<file path="src/rtl/tp_pkg.sv">
package tp_pkg;

    // Sequencer states
    typedef enum logic [1:0] {
        ST_SYNC  = 2'd0,
        ST_COUNT = 2'd1,
        ST_HALT  = 2'd2
    } tp_state_e;

    // Per-cycle command from the sequencer to the datapath
    typedef enum logic [2:0] {
        ACT_HOLD    = 3'd0,
        ACT_RELOAD  = 3'd1,
        ACT_ADVANCE = 3'd2,
        ACT_TICK    = 3'd3,
        ACT_CLEAR   = 3'd4
    } tp_act_e;

endpackage

</file>
<file path="src/rtl/tp_divsel.sv">
// Maps mode, exponent and fine value onto a terminal prescale count (divisor - 1).
module tp_divsel #(
    parameter int SEL_W  = 3,
    parameter int FINE_W = 8,
    parameter int TERM_W = 8
) (
    input  logic              fine_mode,
    input  logic [SEL_W-1:0]  coarse_sel,
    input  logic [FINE_W-1:0] fine_div,
    output logic [TERM_W-1:0] term
);

    logic [TERM_W-1:0] coarse_term;

    // 2^sel - 1 is a run of sel ones from bit 0 upward
    for (genvar i = 0; i < TERM_W; i++) begin : g_mask
        assign coarse_term[i] = (32'(coarse_sel) > i);
    end

    always_comb begin
        if (fine_mode) begin
            term = TERM_W'(fine_div);
        end else begin
            term = coarse_term;
        end
    end

endmodule

</file>
<file path="src/rtl/tp_seq.sv">
// Sequencer: chooses the datapath action each cycle.
module tp_seq
    import tp_pkg::*;
(
    input  logic    clk,
    input  logic    rst_n,
    input  logic    tmr_en,
    input  logic    cnt_clear,
    input  logic    cfg_change,
    input  logic    at_term,
    output tp_act_e act
);

    tp_state_e state_q, state_d;

    always_ff @(posedge clk or negedge rst_n) begin
        if (!rst_n) begin
            state_q <= ST_SYNC;
        end else begin
            state_q <= state_d;
        end
    end

    always_comb begin
        state_d = state_q;
        act     = ACT_HOLD;
        if (cnt_clear) begin
            act     = ACT_CLEAR;
            state_d = tmr_en ? ST_COUNT : ST_HALT;
        end else if (!tmr_en) begin
            state_d = (state_q == ST_SYNC) ? ST_SYNC : ST_HALT;
        end else begin
            unique case (state_q)
                ST_SYNC: begin
                    act     = ACT_RELOAD;
                    state_d = ST_COUNT;
                end
                ST_COUNT, ST_HALT: begin
                    state_d = ST_COUNT;
                    if (cfg_change) begin
                        act = ACT_RELOAD;
                    end else if (at_term) begin
                        act = ACT_TICK;
                    end else begin
                        act = ACT_ADVANCE;
                    end
                end
                default: begin
                    state_d = ST_SYNC;
                end
            endcase
        end
    end

endmodule

</file>
<file path="src/rtl/tp_prescale.sv">
// Prescale phase counter and the latched divider setting.
module tp_prescale
    import tp_pkg::*;
#(
    parameter int TERM_W = 8
) (
    input  logic              clk,
    input  logic              rst_n,
    input  tp_act_e           act,
    input  logic              fine_mode,
    input  logic [TERM_W-1:0] term,
    output logic              cfg_change,
    output logic              at_term
);

    logic [TERM_W-1:0] phase_q;
    logic [TERM_W-1:0] term_q;
    logic              mode_q;

    assign cfg_change = (mode_q != fine_mode) || (term_q != term);
    assign at_term    = (phase_q == term_q);

    always_ff @(posedge clk or negedge rst_n) begin
        if (!rst_n) begin
            phase_q <= '0;
            term_q  <= '0;
            mode_q  <= 1'b0;
        end else begin
            unique case (act)
                ACT_RELOAD, ACT_CLEAR: begin
                    phase_q <= '0;
                    term_q  <= term;
                    mode_q  <= fine_mode;
                end
                ACT_TICK:    phase_q <= '0;
                ACT_ADVANCE: phase_q <= phase_q + TERM_W'(1);
                default: ;
            endcase
        end
    end

endmodule

</file>
<file path="src/rtl/tp_count.sv">
// Timer counter with registered tick and rollover pulse.
module tp_count
    import tp_pkg::*;
#(
    parameter int CNT_W = 16
) (
    input  logic             clk,
    input  logic             rst_n,
    input  tp_act_e          act,
    output logic             tick,
    output logic             wrap,
    output logic [CNT_W-1:0] count
);

    localparam logic [CNT_W-1:0] ALL_ONES = '1;

    always_ff @(posedge clk or negedge rst_n) begin
        if (!rst_n) begin
            count <= '0;
            tick  <= 1'b0;
            wrap  <= 1'b0;
        end else begin
            tick <= 1'b0;
            wrap <= 1'b0;
            unique case (act)
                ACT_CLEAR: count <= '0;
                ACT_TICK: begin
                    count <= count + CNT_W'(1);
                    tick  <= 1'b1;
                    wrap  <= (count == ALL_ONES);
                end
                default: ;
            endcase
        end
    end

endmodule

</file>
<file path="src/rtl/tp_timebase.sv">
module tp_timebase
    import tp_pkg::*;
#(
    parameter int CNT_W  = 16,
    parameter int SEL_W  = 3,
    parameter int FINE_W = 8
) (
    input  logic              clk,
    input  logic              rst_n,
    input  logic              tmr_en,
    input  logic              fine_mode,
    input  logic [SEL_W-1:0]  coarse_sel,
    input  logic [FINE_W-1:0] fine_div,
    input  logic              cnt_clear,
    output logic              tick,
    output logic [CNT_W-1:0]  count,
    output logic              wrap
);

    localparam int COARSE_W = (1 << SEL_W) - 1;
    localparam int TERM_W   = (FINE_W > COARSE_W) ? FINE_W : COARSE_W;

    logic [TERM_W-1:0] term;
    logic              cfg_change;
    logic              at_term;
    tp_act_e           act;

    tp_divsel #(.SEL_W(SEL_W), .FINE_W(FINE_W), .TERM_W(TERM_W)) u_divsel (
        .fine_mode  (fine_mode),
        .coarse_sel (coarse_sel),
        .fine_div   (fine_div),
        .term       (term)
    );

    tp_seq u_seq (
        .clk        (clk),
        .rst_n      (rst_n),
        .tmr_en     (tmr_en),
        .cnt_clear  (cnt_clear),
        .cfg_change (cfg_change),
        .at_term    (at_term),
        .act        (act)
    );

    tp_prescale #(.TERM_W(TERM_W)) u_prescale (
        .clk        (clk),
        .rst_n      (rst_n),
        .act        (act),
        .fine_mode  (fine_mode),
        .term       (term),
        .cfg_change (cfg_change),
        .at_term    (at_term)
    );

    tp_count #(.CNT_W(CNT_W)) u_count (
        .clk   (clk),
        .rst_n (rst_n),
        .act   (act),
        .tick  (tick),
        .wrap  (wrap),
        .count (count)
    );

endmodule

</file>
<file path="config.mk">
export PLATFORM = sky130hd
export DESIGN_NAME = tp_timebase
export DESIGN_NICKNAME = d
export VERILOG_FILES = /design/src/rtl/tp_pkg.sv /design/src/rtl/tp_divsel.sv /design/src/rtl/tp_seq.sv /design/src/rtl/tp_prescale.sv /design/src/rtl/tp_count.sv /design/src/rtl/tp_timebase.sv
export SDC_FILE = /design/constraint.sdc
export NUM_CORES = 1
export LEC_CHECK = 0
export ABC_AREA = 1
export CAP_MARGIN = 5
export CORE_ASPECT_RATIO = 1.1
export CORE_MARGIN = 8
export CORE_UTILIZATION = 55
export CTS_CLUSTER_SIZE = 8
export DETAILED_ROUTE_END_ITERATION = 7
export DONT_BUFFER_PORTS = 1
export PLACE_DENSITY = 0.73
export SKIP_LAST_GASP = 1
export SLEW_MARGIN = 20
export SYNTH_ARGS = -nofsm -noshare
export SYNTH_HDL_FRONTEND = slang
export SYNTH_SLANG_ARGS = --single-unit
</file>
<file path="constraint.sdc">
create_clock -name clk -period 1.69 [get_ports clk]
set_input_delay 0.0845 -clock clk [delete_from_list [all_inputs] [get_ports clk]]
set_output_delay 0.0845 -clock clk [all_outputs]
set_load 0.02 [all_outputs]
</file>
==> results of run 1 <==
## power by group
part / switching [mW] / total (mW) / internal [mW] / leakage (nW)
clock: 0.308 / 0.789 / 0.481 / 0.0585
sequential: 0.0343 / 0.950 / 0.916 / 0.492
combinational: 0.178 / 0.300 / 0.122 / 0.987
total: 0.520 / 2.04 / 1.52 / 1.54
## stage by stage
step	setup slack, ns	hold slack [ns]	utilization	area (um2)
6_report	-0.07721	0.04243	0.7155	2999
5_1_grt	-0.2258	0.06958	0.7155	2999
4_1_cts	-0.08576	0.03738	0.6887	2887
3_5_place_dp	-0.06673	-0.2102	0.6490	2720
3_3_place_gp	-0.04544	-0.2101	0.6490	2720
2_1_floorplan	-0.03179	-0.2111	-	2365
## cell type report
| type | count | share of cell area |
|---|---|---|
| clock buffer | 7 | 0.02879 |
| clock inverter | 1 | 0.01001 |
| inverter | 39 | 0.04965 |
| multi-input combinational | 230 | 0.4330 |
| sequential | 37 | 0.3100 |
| tap | 54 | 0.02253 |
| timing repair buffer | 49 | 0.1460 |
## logic make-up (layout without fill, tap and decap cells)
kind of cell	count (synthesis)	after routing	synth area share
and+or+nand+nor	178	180	0.3525
AOI/OAI and AO/OA	22	22	0.05583
adders and majority gates	4	4	0.02127
buffers and inverters	46	96	0.08772
DFF	37	37	0.3934
xor gates and xnor gates	24	24	0.08931
## state kept, by name, summed over array words and instances, names as in the netlist
signal / flops
u_count.count: 16
u_prescale.phase_q: 8
u_prescale.term_q: 8
u_seq.state_q: 2
u_count.tick: 1
u_count.wrap: 1
u_prescale.mode_q: 1
## worst max-delay path, delay by kind of cell, from the launching register on
kind / cells / cell delay [ns]
simple gates: 10 / 0.93
buf+inv: 2 / 0.24
flops: 1 / 0.42
compound gates: 1 / 0.07
## per-layer routing
metal / track usage / wire, um
met2: 0.3160 / 3072
met5: 0 / 0
met1: 0.1817 / 2315
met3: 0.05769 / 349
met4: 0.04722 / 70
## cells in the mapped netlist, drive strengths merged
library cell  instances
dfrtp                37
nor3                  4
nand3                41
or2                   1
nand2                99
a21oi                 4
nor3b                 1
a31oi                 1
inv                  39
o21ai                14
xor2                 13
nor2                 18
nand3b                3
a21boi                1
buf                   7
xnor2                11
a31o                  1
a21o                  1
nand4                11
ha                    4
## worst paths after layout
kind                                            from                    to  cells past startpoint
worst min register to register     u_prescale.mode_q     u_prescale.mode_q                      2
min in group asynchronous                      rst_n     u_prescale.mode_q                      2
max in group asynchronous                      rst_n      u_count.count[0]                      2
worst max register to register  u_prescale.term_q[7]     u_count.count[15]                     13
worst min-delay path                       fine_mode  u_prescale.term_q[7]                      4
worst max-delay path            u_prescale.term_q[7]     u_count.count[15]                     13
## timing repair
item,in CTS,in global routing
hold endpoints to repair,40,0
resized for setup,0,14
hold buffers,4,0
pin swaps,0,12
setup endpoints to repair,32,34
setup buffers,0,1
gates cloned,0,3
==> reports/qor.txt, run 1 <==
status: complete, but fails checks
violated checks: setup timing
share of cells above drive strength 1: 0.2204
Pwr Density: 679.9 nW/um2
Mapped Area: 2354 um2
cell taking the most area after synthesis: dfrtp_1
area grow syn2layout: 27.43%
R2R Setup Slk: -0.08 ns
GRT overflow: 0
total power: 2.039 mW
commonest non-fill, non-tap cell in the layout: nand2_1
worst-margin pin slew: 0.3895 ns
final cell count without fillers: 417
Layout fillers: 352
most used cell, CP: nand2_1
Synth Warn #: 0
initial antenna violation count: 0
number of buffers created by CTS: 5
RePlAce Congestion: 0.9269
ranking of synthesized cells by area: dfrtp_1 39%, nand2_1 15%, nand3_1 8.5%
clock skew: 0.007257 ns
Hold Crit Class: input pin to flop
Clock Pin Slew Worst Setup and Hold Paths: 0.07 ns
I/O pin count: 34
fmax: 0.5659 GHz
Max Cap Viol: 0
Seq/Total Area, Yosys: 0.3934
Core Area: 4192 um2
largest net degree at the start of global routing: 38
Yosys reg bits: 37
Max-slew headroom: 0.7383
post-route ant nets: 0
Routed WL per cell: 13.93 um
Synth Instances: 311
Max VDD drop: 0.5552 mV
I/O Buffers: 0
final setup margin: -0.07721 ns
Die Y: 84.61 um
Yosys cell types: 29
static leakage: 1.538 nW
Final Slew Violations: 0
Max Root-Sink Buffers: 2
H-tree depth: 2
area of the multi-input gates: 1299 um2
Register Area: 929.6 um2
Avg Inst Size Synth: 7.568 um2
first-pass GRT wire length: 9.446 mm
cells along the critical path: inv_1 > nand2_1 > nand2_1 > nand2_1 > nor2_2 > nand2_1 > nor2_2 > nand2_2 > nor2_4 > nand3_4 > buf_4 > nand3_1 > o21ai_1
initial core utilization: 0.5615
top cell type's share of synthesized area: 0.3934
DP HPWL: 4.157 mm
CP max-delay cell: dfrtp_1
die area: 6630 um2
Fin. Hold Viols: 0
clock period minus worst slack: 1.767 ns
TritonCTS clock tree: built
clock sinks: 37
later-pin clock latency in the skew report: 0.29 ns
Clk Tree Root Cell: clkbuf_8
routed wire length: 5.807 mm
CP arrival: 1.94 ns
slowest stage delay, CP: 0.42 ns
placed cells: 401
initial DRC count: 87
ant diodes: 0
FP Rows: 25
nets@finish: 382
Critical Path Start Type: flop
drt via density: 5.230
Post-Syn Nets: 331
TNS Setup: -1.463 ns
RSZ-0062 raised after global routing: true
Total GRT Usage: 0.1729
number of global-route vias before repair: 2128
period utilization: 1.046
DRC violations left: 0
WS Path Type: flop to flop
Setup violations, final: 31
Vias: 2181
crit-path max FO: 5
First-pass DRT Iterations: 4
commonest non-fill, non-tap cells in the layout: 93 x nand2_1, 40 x buf_4, 39 x nand3_1
Critical Path Sink Type: flop
CP required: 1.86 ns
Die X-Extent: 78.37 um
Power figures use the tool's default switching activity.
==> run 2, diff against run 1 <==
--- a/config.mk
+++ b/config.mk
@@ -9,11 +9,10 @@
 export CAP_MARGIN = 5
 export CORE_ASPECT_RATIO = 1.1
 export CORE_MARGIN = 8
-export CORE_UTILIZATION = 55
+export CORE_UTILIZATION = 35
 export CTS_CLUSTER_SIZE = 8
 export DETAILED_ROUTE_END_ITERATION = 7
 export DONT_BUFFER_PORTS = 1
-export PLACE_DENSITY = 0.73
 export SKIP_LAST_GASP = 1
 export SLEW_MARGIN = 20
 export SYNTH_ARGS = -nofsm -noshare
==> run 2 against run 1 <==
Effect of this change: the flow still finishes with violations (setup timing); non-clock buffer count down 1; combinational power down 12%; highest routed layer unchanged; wire length down 5.7%.
==> reports/qor.txt, run 2 (same netlist as run 1, synthesis figures left out) <==
die area: 9607 um2
Routed WL per cell: 12.39 um
fmax: 0.5517 GHz
static leakage: 1.519 nW
clock skew: 0.009171 ns
Final Slew Violations: 0
crit-path max FO: 21
Clock Pin Slew Worst Setup and Hold Paths: 0.08 ns
Core Area: 6555 um2
initial core utilization: 0.3590
Largest Register: u_count.count
TritonCTS clock tree: built
later-pin clock latency in the skew report: 0.29 ns
Register Area: 929.6 um2
Total GRT Usage: 0.1238
TNS Setup: -2.431 ns
RePlAce Congestion: 0.7818
commonest non-fill, non-tap cells in the layout: 92 x nand2_1, 42 x buf_4, 39 x nand3_1
final setup margin: -0.1226 ns
CP arrival: 1.99 ns
I/O pin count: 34
commonest non-fill, non-tap cell in the layout: nand2_1
initial antenna violation count: 0
Pwr Density: 680.9 nW/um2
CP required: 1.87 ns
Layout fillers: 668
First-pass DRT Iterations: 4
DRC violations left: 0
Clk Tree Root Cell: clkbuf_8
post-route ant nets: 0
violated checks: setup timing
Die Y: 102.0 um
GRT overflow: 0
I/O Buffers: 0
Fin. Hold Viols: 0
Critical Path Start Type: flop
Die X-Extent: 94.19 um
max reg flops: 16
Hold Crit Class: input pin to flop
share of cells above drive strength 1: 0.2083
H-tree depth: 2
area of the multi-input gates: 1250 um2
FP Rows: 31
ant diodes: 0
largest net degree at the start of global routing: 38
initial DRC count: 107
number of buffers created by CTS: 5
Max-slew headroom: 0.6936
Max Cap Viol: 0
number of global-route vias before repair: 2116
clock period minus worst slack: 1.813 ns
drt via density: 4.724
RSZ-0062 raised after global routing: true
Max VDD drop: 0.3603 mV
biggest regs: u_count.count x16, u_prescale.phase_q x8, u_prescale.term_q x8
clock sinks: 37
first-pass GRT wire length: 9.639 mm
total power: 2.009 mW
Critical Path Sink Type: flop
area grow syn2layout: 25.36%
status: complete, but fails checks
Setup violations, final: 33
Vias: 2088
Max Root-Sink Buffers: 2
routed wire length: 5.476 mm
nets@finish: 379
period utilization: 1.073
WS Path Type: flop to flop
DP HPWL: 4.043 mm
worst-margin pin slew: 0.4561 ns
==> run 2: worst max-delay path, cell delays in order, from the launching register on <==
cell and delay [ns]:
dfrtp_1 0.41, buf_4 0.15, xor2_1 0.16, nor3_1 0.19, nand2_1 0.06, nand3_1 0.10, nand2_2 0.07, nand2_4 0.10
nand3_4 0.14, buf_12 0.19, nand3_1 0.07, o21ai_1 0.06
==> run 2: stage by stage <==
step / cell area (um2) / setup slack (ns) / utilization / hold slack [ns] / cells
after floorplan: 2365 / -0.03179 / - / -0.2111 / 311
after global placement: 2748 / -0.05049 / 0.4192 / -0.2091 / 428
after detailed placement: 2748 / -0.1024 / 0.4192 / -0.2093 / 428
after CTS: 2924 / -0.1138 / 0.4461 / 0.03974 / 441
after global routing: 2950 / -0.2761 / 0.4501 / 0.07346 / 442
final: 2950 / -0.1226 / 0.4501 / 0.04924 / 442
==> run 2: power breakdown <==
group / internal, mW / total [mW] / switching (mW)
sequential: 0.916 / 0.952 / 0.0358
combinational: 0.104 / 0.265 / 0.160
clock: 0.481 / 0.793 / 0.311
==> run 2: final timing paths <==
check	from	to	slack [ns]	cells after the start
worst max-delay path	u_prescale.term_q[7]	u_count.count[0]	-0.12	11
worst min-delay path	fine_mode	u_prescale.term_q[7]	0.05	4
worst max register to register	u_prescale.term_q[7]	u_count.count[0]	-0.12	11
worst min register to register	u_prescale.mode_q	u_prescale.mode_q	0.50	2
max in group asynchronous	rst_n	u_count.count[2]	1.23	2
min in group asynchronous	rst_n	u_count.count[13]	0.26	2
==> run 2: repair_timing <==
item                       in CTS  in global routing
hold endpoints to repair       40                  0
setup endpoints to repair      34                 35
gates cloned                    0                  0
hold buffers                    4                  0
pin swaps                       3                  2
setup buffers                   1                  1
resized for setup               1                  5
==> run 2: per-layer routing <==
layer / up-vias / part of all wire / GRT usage
met5: - / 0 / 0
met4: 0 / 0.0075 / 0.03663
met3: 4 / 0.064 / 0.03894
met2: 39 / 0.47 / 0.2061
met1: 951 / 0.46 / 0.1485
li1: 1094 / - / -
==> run 2: layout make-up <==
| class | instances | share of cell area |
|---|---|---|
| Multi-Input combinational cell | 228 | 0.4237 |
| Inverter | 39 | 0.04962 |
| Timing Repair Buffer | 48 | 0.1374 |
| Clock buffer | 7 | 0.02926 |
| Sequential cell | 37 | 0.3151 |
| Tap cell | 82 | 0.03478 |
| Clock inverter | 1 | 0.01018 |
